$ cat config.mk
export PLATFORM = sky130hd
export DESIGN_NAME = chien_two_step
export DESIGN_NICKNAME = d
export VERILOG_FILES = /design/src/rtl/chs_pkg.sv /design/src/rtl/chs_ctrl.sv /design/src/rtl/chs_coef_bank.sv /design/src/rtl/chs_lane_part.sv /design/src/rtl/chien_two_step.sv
export SDC_FILE = /design/constraint.sdc
export NUM_CORES = 1
export LEC_CHECK = 0
export ABC_AREA = 1
export ABC_CLOCK_PERIOD_IN_PS = 3300
export BUFFER_PORTS_ARGS = -buffer_cell sky130_fd_sc_hd__clkbuf_2
export CORE_ASPECT_RATIO = 1.75
export CORE_MARGIN = 1.5
export CORE_UTILIZATION = 54
export CTS_CLUSTER_SIZE = 12
export DETAILED_ROUTE_END_ITERATION = 8
export PLACE_DENSITY_LB_ADDON = 0.05
export SLEW_MARGIN = 20
export SYNTH_ARGS = -nofsm -noshare
export SYNTH_HDL_FRONTEND = slang
export SYNTH_HIERARCHICAL = 1
export SYNTH_SLANG_ARGS = --single-unit
$ cat constraint.sdc
create_clock -name clk -period 3.3 [get_ports clk]
set_clock_uncertainty 0.05 [all_clocks]
set_input_delay 0.33 -clock clk [delete_from_list [all_inputs] [get_ports clk]]
set_output_delay 0.33 -clock clk [all_outputs]
set_load 0.005 [all_outputs]
$ cat src/rtl/chs_pkg.sv
package chs_pkg;

  localparam int GF_MAXW = 16;
  typedef logic [GF_MAXW-1:0] gf_word_t;

  // multiply a field element by alpha (= x) modulo the field polynomial
  function automatic gf_word_t gf_xtime(gf_word_t a, int m, int poly);
    gf_word_t r;
    r = a << 1;
    if (a[m-1]) r = r ^ gf_word_t'(poly);
    return r & gf_word_t'((1 << m) - 1);
  endfunction

  // general shift-and-add product; with a constant operand it folds to XORs
  function automatic gf_word_t gf_mul(gf_word_t a, gf_word_t b, int m, int poly);
    gf_word_t acc;
    acc = '0;
    for (int i = GF_MAXW - 1; i >= 0; i--) begin
      if (i < m) begin
        acc = gf_xtime(acc, m, poly);
        if (b[i]) acc = acc ^ a;
      end
    end
    return acc;
  endfunction

  // alpha^e by square-and-multiply
  function automatic gf_word_t gf_alpha_pow(int e, int m, int poly);
    gf_word_t r;
    gf_word_t b;
    r = 16'd1;
    b = 16'd2;
    for (int i = 0; i < 31; i++) begin
      if (((e >> i) & 1) != 0) r = gf_mul(r, b, m, poly);
      b = gf_mul(b, b, m, poly);
    end
    return r;
  endfunction

  // alpha^(-e)
  function automatic gf_word_t gf_alpha_neg(int e, int m, int poly);
    int nf;
    int rem;
    nf  = (1 << m) - 1;
    rem = e % nf;
    return gf_alpha_pow((nf - rem) % nf, m, poly);
  endfunction

endpackage

$ cat src/rtl/chs_ctrl.sv
module chs_ctrl #(
  parameter int P      = 8,
  parameter int LEN_W  = 8,
  parameter int BASE_W = 10
) (
  input  logic              clk,
  input  logic              rst_n,
  input  logic              in_valid,
  input  logic [LEN_W-1:0]  in_len,
  input  logic              adv,
  input  logic              done,
  output logic              in_ready,
  output logic              accept,
  output logic              run,
  output logic              last,
  output logic [BASE_W-1:0] base,
  output logic [BASE_W-1:0] len_ext
);

  logic             busy;
  logic [LEN_W-1:0] len_q;

  assign in_ready = !busy;
  assign accept   = in_valid && !busy;
  assign len_ext  = BASE_W'(len_q);
  assign last     = (base + BASE_W'(P)) >= len_ext;

  always_ff @(posedge clk or negedge rst_n) begin
    if (!rst_n) begin
      busy  <= 1'b0;
      run   <= 1'b0;
      base  <= '0;
      len_q <= '0;
    end else begin
      if (accept) begin
        busy  <= 1'b1;
        run   <= 1'b1;
        base  <= '0;
        len_q <= in_len;
      end else begin
        if (done) busy <= 1'b0;
        if (adv && run) begin
          base <= base + BASE_W'(P);
          if (last) run <= 1'b0;
        end
      end
    end
  end

endmodule

$ cat src/rtl/chs_coef_bank.sv
module chs_coef_bank import chs_pkg::*; #(
  parameter int M    = 8,
  parameter int T    = 4,
  parameter int P    = 8,
  parameter int POLY = 'h11D
) (
  input  logic           clk,
  input  logic           rst_n,
  input  logic           load,
  input  logic           step,
  input  logic [T*M-1:0] coef_in,
  output logic [T*M-1:0] coef_q
);

  // register of degree d advances by alpha^(-d*P) per search cycle
  function automatic logic [T*GF_MAXW-1:0] step_consts();
    logic [T*GF_MAXW-1:0] t;
    t = '0;
    for (int j = 0; j < T; j++)
      t[j*GF_MAXW +: GF_MAXW] = gf_alpha_neg((j + 1) * P, M, POLY);
    return t;
  endfunction

  localparam logic [T*GF_MAXW-1:0] KSTEP = step_consts();

  for (genvar j = 0; j < T; j++) begin : g_reg
    logic [M-1:0] r;
    logic [M-1:0] nxt;

    always_comb
      nxt = M'(gf_mul(gf_word_t'(r), KSTEP[j*GF_MAXW +: GF_MAXW], M, POLY));

    always_ff @(posedge clk or negedge rst_n) begin
      if (!rst_n)    r <= '0;
      else if (load) r <= coef_in[j*M +: M];
      else if (step) r <= nxt;
    end

    assign coef_q[j*M +: M] = r;
  end

endmodule

$ cat src/rtl/chs_lane_part.sv
module chs_lane_part import chs_pkg::*; #(
  parameter int M    = 8,
  parameter int T    = 4,
  parameter int LANE = 0,
  parameter int POLY = 'h11D,
  parameter int LSB  = 0,
  parameter int MSB  = 7
) (
  input  logic [T*M-1:0]   coef,
  output logic [MSB-LSB:0] part
);

  localparam int W = MSB - LSB + 1;

  // lane offset constants alpha^(-d*LANE)
  function automatic logic [T*GF_MAXW-1:0] lane_consts();
    logic [T*GF_MAXW-1:0] t;
    t = '0;
    for (int j = 0; j < T; j++)
      t[j*GF_MAXW +: GF_MAXW] = gf_alpha_neg((j + 1) * LANE, M, POLY);
    return t;
  endfunction

  localparam logic [T*GF_MAXW-1:0] KLANE = lane_consts();

  // only the requested bit slice of the sum is formed
  always_comb begin
    part = '0;
    for (int j = 0; j < T; j++)
      part = part ^ W'(gf_mul(gf_word_t'(coef[j*M +: M]),
                              KLANE[j*GF_MAXW +: GF_MAXW], M, POLY) >> LSB);
  end

endmodule

$ cat src/rtl/chien_two_step.sv
module chien_two_step #(
  parameter int M    = 8,
  parameter int T    = 4,
  parameter int P    = 8,
  parameter int HI_W = 4,
  parameter int POLY = 'h11D
) (
  input  logic           clk,
  input  logic           rst_n,
  input  logic           in_valid,
  output logic           in_ready,
  input  logic [T*M-1:0] in_coef,
  input  logic [M-1:0]   in_len,
  output logic           out_valid,
  input  logic           out_ready,
  output logic [P-1:0]   out_flags,
  output logic           done
);

  localparam int LO_W   = M - HI_W;
  localparam int BASE_W = M + 2;

  logic              adv;
  logic              accept;
  logic              run;
  logic              last;
  logic [BASE_W-1:0] base;
  logic [BASE_W-1:0] len_ext;
  logic [T*M-1:0]    coef_q;

  // stage A: first-step outcome and coefficient snapshot
  logic           va;
  logic           last_a;
  logic [P-1:0]   en_a;
  logic [T*M-1:0] snap;
  logic [P-1:0]   en_a_nxt;

  // stage B: second-step result
  logic         vb;
  logic         last_b;
  logic [P-1:0] en_b;

  assign adv  = !(vb && !out_ready);
  assign done = vb && out_ready && last_b;

  chs_ctrl #(.P(P), .LEN_W(M), .BASE_W(BASE_W)) u_ctrl (
    .clk(clk), .rst_n(rst_n), .in_valid(in_valid), .in_len(in_len),
    .adv(adv), .done(done), .in_ready(in_ready), .accept(accept),
    .run(run), .last(last), .base(base), .len_ext(len_ext)
  );

  chs_coef_bank #(.M(M), .T(T), .P(P), .POLY(POLY)) u_bank (
    .clk(clk), .rst_n(rst_n), .load(accept), .step(adv && run),
    .coef_in(in_coef), .coef_q(coef_q)
  );

  for (genvar i = 0; i < P; i++) begin : g_lane
    logic [HI_W-1:0] hi_part;
    logic [LO_W-1:0] lo_part;
    logic [LO_W-1:0] lo_b;
    logic [T*M-1:0]  iso;

    chs_lane_part #(.M(M), .T(T), .LANE(i), .POLY(POLY),
                    .LSB(LO_W), .MSB(M-1)) u_hi (
      .coef(coef_q), .part(hi_part)
    );

    assign en_a_nxt[i] = run && (hi_part == '0) &&
                         ((base + BASE_W'(i)) < len_ext);

    // operand isolation: the second step sees zeros unless enabled
    assign iso = snap & {(T*M){en_a[i]}};

    chs_lane_part #(.M(M), .T(T), .LANE(i), .POLY(POLY),
                    .LSB(0), .MSB(LO_W-1)) u_lo (
      .coef(iso), .part(lo_part)
    );

    always_ff @(posedge clk or negedge rst_n) begin
      if (!rst_n)              lo_b <= '0;
      else if (adv && en_a[i]) lo_b <= lo_part;
    end

    assign out_flags[i] = en_b[i] && (lo_b == LO_W'(1));
  end

  always_ff @(posedge clk or negedge rst_n) begin
    if (!rst_n) begin
      va     <= 1'b0;
      last_a <= 1'b0;
      en_a   <= '0;
      snap   <= '0;
      vb     <= 1'b0;
      last_b <= 1'b0;
      en_b   <= '0;
    end else if (adv) begin
      va     <= run;
      last_a <= run && last;
      en_a   <= en_a_nxt;
      if (run) snap <= coef_q;
      vb     <= va;
      last_b <= last_a;
      en_b   <= en_a;
    end
  end

  assign out_valid = vb;

endmodule

==> run metrics, run 1 <==
DRC=0; flop-to-flop setup slack=0.58 ns; f_max=0.3673 GHz; slowest stage delay, CP=0.85 ns; hold buffer count at CTS=2; routed length per instance=14.58 µm; CP top delay family=simple AND/OR/NAND/NOR gates; Slowest-stage cell, CP=dfrtp_1; Total Power=28.87 mW; Cell Chain, Critical Path=xnor2_2, xor2_1, nand3_1, nand2_2, nand2_1, nand2_1, nand2_1, nand2_1, inv_1, nor2_1, nand2_1, nor2_1, nand2_1, nor2_1, nand3_1, nand2_1; Worst VDD drop=0.9324 mV; initial antenna violation count=6; post-CTS setup buffers=0; CP Max Fanout=16; clk sinks=133; CTS Buffer Depth=2; Register Area=0.003329 mm²; Mapped Area=0.02409 mm²; FF-to-FF Start=u_bank/g_reg[1].r[0]; CTS tree=done; DR iter-0 viols=1221; RSZ-0062 raised after global routing=false; row count=102; setup TNS=0 ns; clk slew on worst S/H paths=0.07 ns; Fill cells=4786; max-slew violations=0; die footprint=0.04593 mm²; gpl congestion=0.9926; Multi-input gate area=0.01715 mm²; Final Hold Fails=0; synth warn=6; worst-case reg-to-reg path depth=16; TritonCTS buffer count=17; Resize count post-CTS=0; Total Wirelength=73240 µm; number of vias per cell=5.018; DP HPWL=57600 µm; vias in the first global route=23256; die width=162.7 µm; PwrDens=1125 mW/mm²; slew margin rel.=47.53%; Via Count=25209; Die Y=282.4 µm; H-tree depth=4; routing usage on met1=30.71%; origin of the worst min-delay path=in_len[1]; setup-violating endpoint count in the final report=0; Gate Count Post-Synth=4405; fraction of the cycle the final worst path needs=82.51%; critical path class=reg -> reg; Worst-Skew Late Latency=0.46 ns; GRT Resource Usage Total=32.31%; GR met2 Demand/Resource=63.40%; CP arrival=3.07 ns; Hold Crit Endpoint=u_ctrl/len_q[1]; PortBufs=54; Post-DRT Antenna Nets=0; Worst Path Buf+Inv=1; Nets=4563; largest net degree at the start of global routing=66; CP dominant cell by count=nand2_1; Slew @ Worst Pin=0.7870 ns; element type at the critical path end=register; met3 Track Usage GR=2.845%; Hold Crit Depth=3; IO Pins=55; grt peak-use layer=met2; drt pass-1 iters=5; max_cap viols=0; synth-to-layout area growth=6.529%; Core ar.=0.04416 mm²; static leakage=16.20 nW; Data required, critical path=3.64 ns; Worst Hold Class=in -> reg; most frequent cells in the layout=2018 x nand2_1, 754 x inv_1, 371 x nand3_1, 235 x xor2_1, 232 x xnor2_1; proportion of layout cells with a drive suffix above 1=6.883%; first-pass GRT wire length=114700 µm; minimum clock period=2.723 ns; CP Launch Type=register; GRT overflow=0; CTS Root Cell=clkbuf_16; most common cell after layout, fill and taps aside=nand2_1; Post-Syn Area per Cell=5.468 µm²; initial core utilization=54.55%; status=finished, final reports clean; Hold Slack=0.01982 ns; reg2reg end=en_a[7]
[stage by stage]
step                      area [µm²]  utilization, %  instances  worst slack (ns)
final                          25660           58.11       5024            0.5773
after global routing           25660           58.11       5024            0.4178
after CTS                      25640           58.08       5018            0.6478
after detailed placement       25040           56.71       4984            0.6619
after global placement         25040           56.71       4984            0.7012
after floorplan                24100               -       4409            0.8886
[worst max-delay path by stage]
| stage | from | end | slack, ns | cells past startpoint |
|---|---|---|---|---|
| finish | u_bank/g_reg[1].r[0] | en_a[7] | 0.58 | 16 |
| global route | u_bank/g_reg[2].r[1] | en_a[7] | 0.42 | 21 |
| CTS | u_bank/g_reg[1].r[0] | en_a[7] | 0.65 | 16 |
| detailed placement | u_bank/g_reg[1].r[0] | en_a[7] | 0.66 | 16 |
| global placement | u_bank/g_reg[2].r[1] | en_a[7] | 0.70 | 21 |
| floorplan | u_bank/g_reg[3].r[7] | en_a[7] | 0.89 | 20 |
[routing by layer]
layer | share of wire [%] | up-vias
li1 | - | 13130
met1 | 35 | 11297
met2 | 53 | 527
met3 | 3.6 | 255
met4 | 8.0 | 0
met5 | 0 | -
[power breakdown]
part / internal (mW) / switching [mW] / total, mW
Clock: 1.12 / 0.862 / 1.98
Combinational: 8.41 / 14.5 / 22.9
Sequential: 2.32 / 1.68 / 4.00
Total: 11.8 / 17.0 / 28.9
[registers in the layout, summed over array words and instances (netlist names)]
name / cells
g_lane.lo_b: 32
snap: 32
u_bank/g.r: 32
en_a: 8
en_b: 8
u_ctrl/len_q: 8
u_ctrl/base: 7
last_a: 1
last_b: 1
out_valid: 1
u_ctrl/busy: 1
u_ctrl/run: 1
va: 1
[worst register-to-register path, delay by kind of cell (launching register included)]
family                    cells  cell delay [ns]
buffers and inverters         1             0.04
and+or+nand+nor              13             1.32
xor gates and xnor gates      2             0.39
DFF                           1             0.85
[area by class of cell]
class                      count  area share [%]
multi-input combinational   3349           66.83
clock buffer                  18           1.673
antenna                        6         0.05851
timing repair buffer         123           3.213
tap                          572           2.789
inverter                     809           11.85
sequential                   133           12.98
clock inverter                14          0.6046
(Power assumes the default switching activity.)
==> inputs of run 2 (changes only) <==
- ABC_CLOCK_PERIOD_IN_PS: 3300 -> 2500
- clock period: 3.3 -> 2.5 ns (I/O delays scaled with it)
==> run 2 against run 1 <==
  * Count of clock-buffer cells in the layout is 1 higher
  * Critical path depth stayed put
  * Register-to-register slack worse by 0.39 ns
  * Die area stayed put
  * Non-clock buffer count is 104 higher
  * Sequential share of layout area is 0.48 points lower
  * Global-route usage is 0.24 points higher
  * Total power is 37% higher
  * Via count is 0.78% higher
  * Critical path type unchanged
  * Critical endpoint unchanged
  * Largest cell class unchanged
  * Largest power group unchanged
==> run metrics, run 2 (synthesis gave the netlist of run 1 again) <==
PortBufs=54; grt peak-use layer=met2; element type at the critical path end=register; reg2reg end=en_a[7]; row count=102; Slew @ Worst Pin=0.6794 ns; gpl congestion=0.9675; die width=162.7 µm; critical path depth in cells=16; Nets=4667; max_cap viols=0; minimum clock period=2.314 ns; critical path class=reg -> reg; synth-to-layout area growth=11.10%; initial antenna violation count=2; CP dominant cell by count=nand2_1; Cell Chain, Critical Path=buf_4, xnor2_1, xor2_1, xnor2_1, inv_1, nand2_1, nand2_1, nand2_1, nand2_1, nor2_1, nand2_1, nor2_2, nand2_1, nor2_1, nand3_1, nand2_1; number of vias per cell=4.958; Die Y=282.4 µm; most frequent cells in the layout=2017 x nand2_1, 753 x inv_1, 371 x nand3_1, 233 x xor2_1, 232 x xnor2_1; Fill cells=4630; GRT overflow=0; CP Max Fanout=7; DP HPWL=58620 µm; proportion of layout cells with a drive suffix above 1=8.879%; initial core utilization=54.55%; static leakage=16.74 nW; drt pass-1 iters=7; Via Count=25406; f_max=0.4321 GHz; biggest regs=g_lane.lo_b: 32 flops, snap: 32 flops, u_bank/g.r: 32 flops; status=finished, final reports clean; PwrDens=1480 mW/mm²; Post-DRT Antenna Nets=0; Worst Path Buf+Inv=2; flop-to-flop setup slack=0.19 ns; Final Hold Fails=0; worst-case reg-to-reg path depth=16; routing usage on met1=30.40%; H-tree depth=4; most common cell after layout, fill and taps aside=nand2_1; Worst Hold Class=in -> reg; Data required, critical path=2.85 ns; GRT Resource Usage Total=32.55%; clk slew on worst S/H paths=0.07 ns; Hold Crit Depth=3; Core Util, Final=60.60%; CP Launch Point=u_bank/g_reg[1].r[4]; origin of the worst min-delay path=in_coef[27]; Core ar.=0.04416 mm²; DR iter-0 viols=1305; IO Pins=55; fraction of the cycle the final worst path needs=92.58%; vias in the first global route=24271; FF-to-FF Start=u_bank/g_reg[1].r[4]; slew margin rel.=54.71%; clk sinks=133; setup-violating endpoint count in the final report=0; die footprint=0.04593 mm²; slowest stage delay, CP=0.47 ns; Hold Crit Endpoint=u_bank/g_reg[3].r[3]; routed length per instance=14.20 µm; CP arrival=2.67 ns; Worst VDD drop=1.090 mV; first-pass GRT wire length=116500 µm; Hold Slack=0.02422 ns; TritonCTS buffer count=17; CTS Root Cell=clkbuf_16; CTS tree=done; Total Wirelength=72750 µm; CTS Buffer Depth=2; largest net degree at the start of global routing=48; met3 Track Usage GR=3.299%; Worst-Skew Late Latency=0.46 ns; GR met2 Demand/Resource=62.69%; max-slew violations=0; DRC=0; CP Launch Type=register; CP top delay family=simple AND/OR/NAND/NOR gates; Slowest-stage cell, CP=dfrtp_2
-- run 2: worst max-delay path by stage --
stage | end | slack [ns]
after floorplan | en_a[7] | 0.09
after detailed placement | en_a[6] | 0.02
after CTS | en_a[6] | 0.05
final | en_a[7] | 0.19
after global placement | en_a[6] | 0.03
after global routing | en_a[7] | -0.01
-- run 2: worst register-to-register path: stages, from the launching register on --
cell	delay (ns)
dfrtp_2	0.47
buf_4	0.18
xnor2_1	0.25
xor2_1	0.20
xnor2_1	0.18
inv_1	0.06
nand2_1	0.07
nand2_1	0.05
nand2_1	0.05
nand2_1	0.05
nor2_1	0.11
nand2_1	0.08
nor2_2	0.15
nand2_1	0.06
nor2_1	0.09
nand3_1	0.07
nand2_1	0.08
-- run 2: final cells by class --
class | count | area, µm² | share of cell area [%]
clock inverter | 13 | 125.1 | 0.4676
antenna | 2 | 5.005 | 0.01870
timing repair buffer | 227 | 1899 | 7.098
inverter | 809 | 3042 | 11.37
multi-input combinational | 3349 | 17190 | 64.22
sequential | 133 | 3344 | 12.50
tap | 572 | 715.7 | 2.675
clock buffer | 19 | 442.9 | 1.655
-- run 2: through the flow --
| stage | instance area, µm² | setup WS [ns] | TNS [ns] | std cells | power [mW] |
|---|---|---|---|---|---|
| 2_1_floorplan | 24100 | 0.08856 | 0 | 4409 | 27.76 |
| 3_3_place_gp | 25830 | 0.03412 | 0 | 5061 | 36.19 |
| 3_5_place_dp | 25830 | 0.02386 | 0 | 5061 | 36.54 |
| 4_1_cts | 26680 | 0.05059 | 0 | 5120 | 39.33 |
| 5_1_grt | 26760 | -0.01142 | -0.01142 | 5124 | 44.00 |
| 6_report | 26760 | 0.1856 | 0 | 5124 | 39.61 |
-- run 2: per-layer routing --
metal,up-vias,share of wire (%)
li1,13330,-
met1,11223,35
met2,565,52
met3,288,3.4
met4,0,9.2
met5,-,0
-- run 2: timing repair --
action                     CTS  global route
setup endpoints to repair    1             6
gates resized for setup      1            24
hold buffers                27             0
hold endpoints to repair    71             0
pin swaps                    0             1
setup buffers                0             2
-- run 2: power by group --
part | internal, mW | switching (mW)
sequential | 3.10 | 1.54
clock | 1.40 | 1.16
combinational | 12.3 | 20.2
total | 16.8 | 22.9
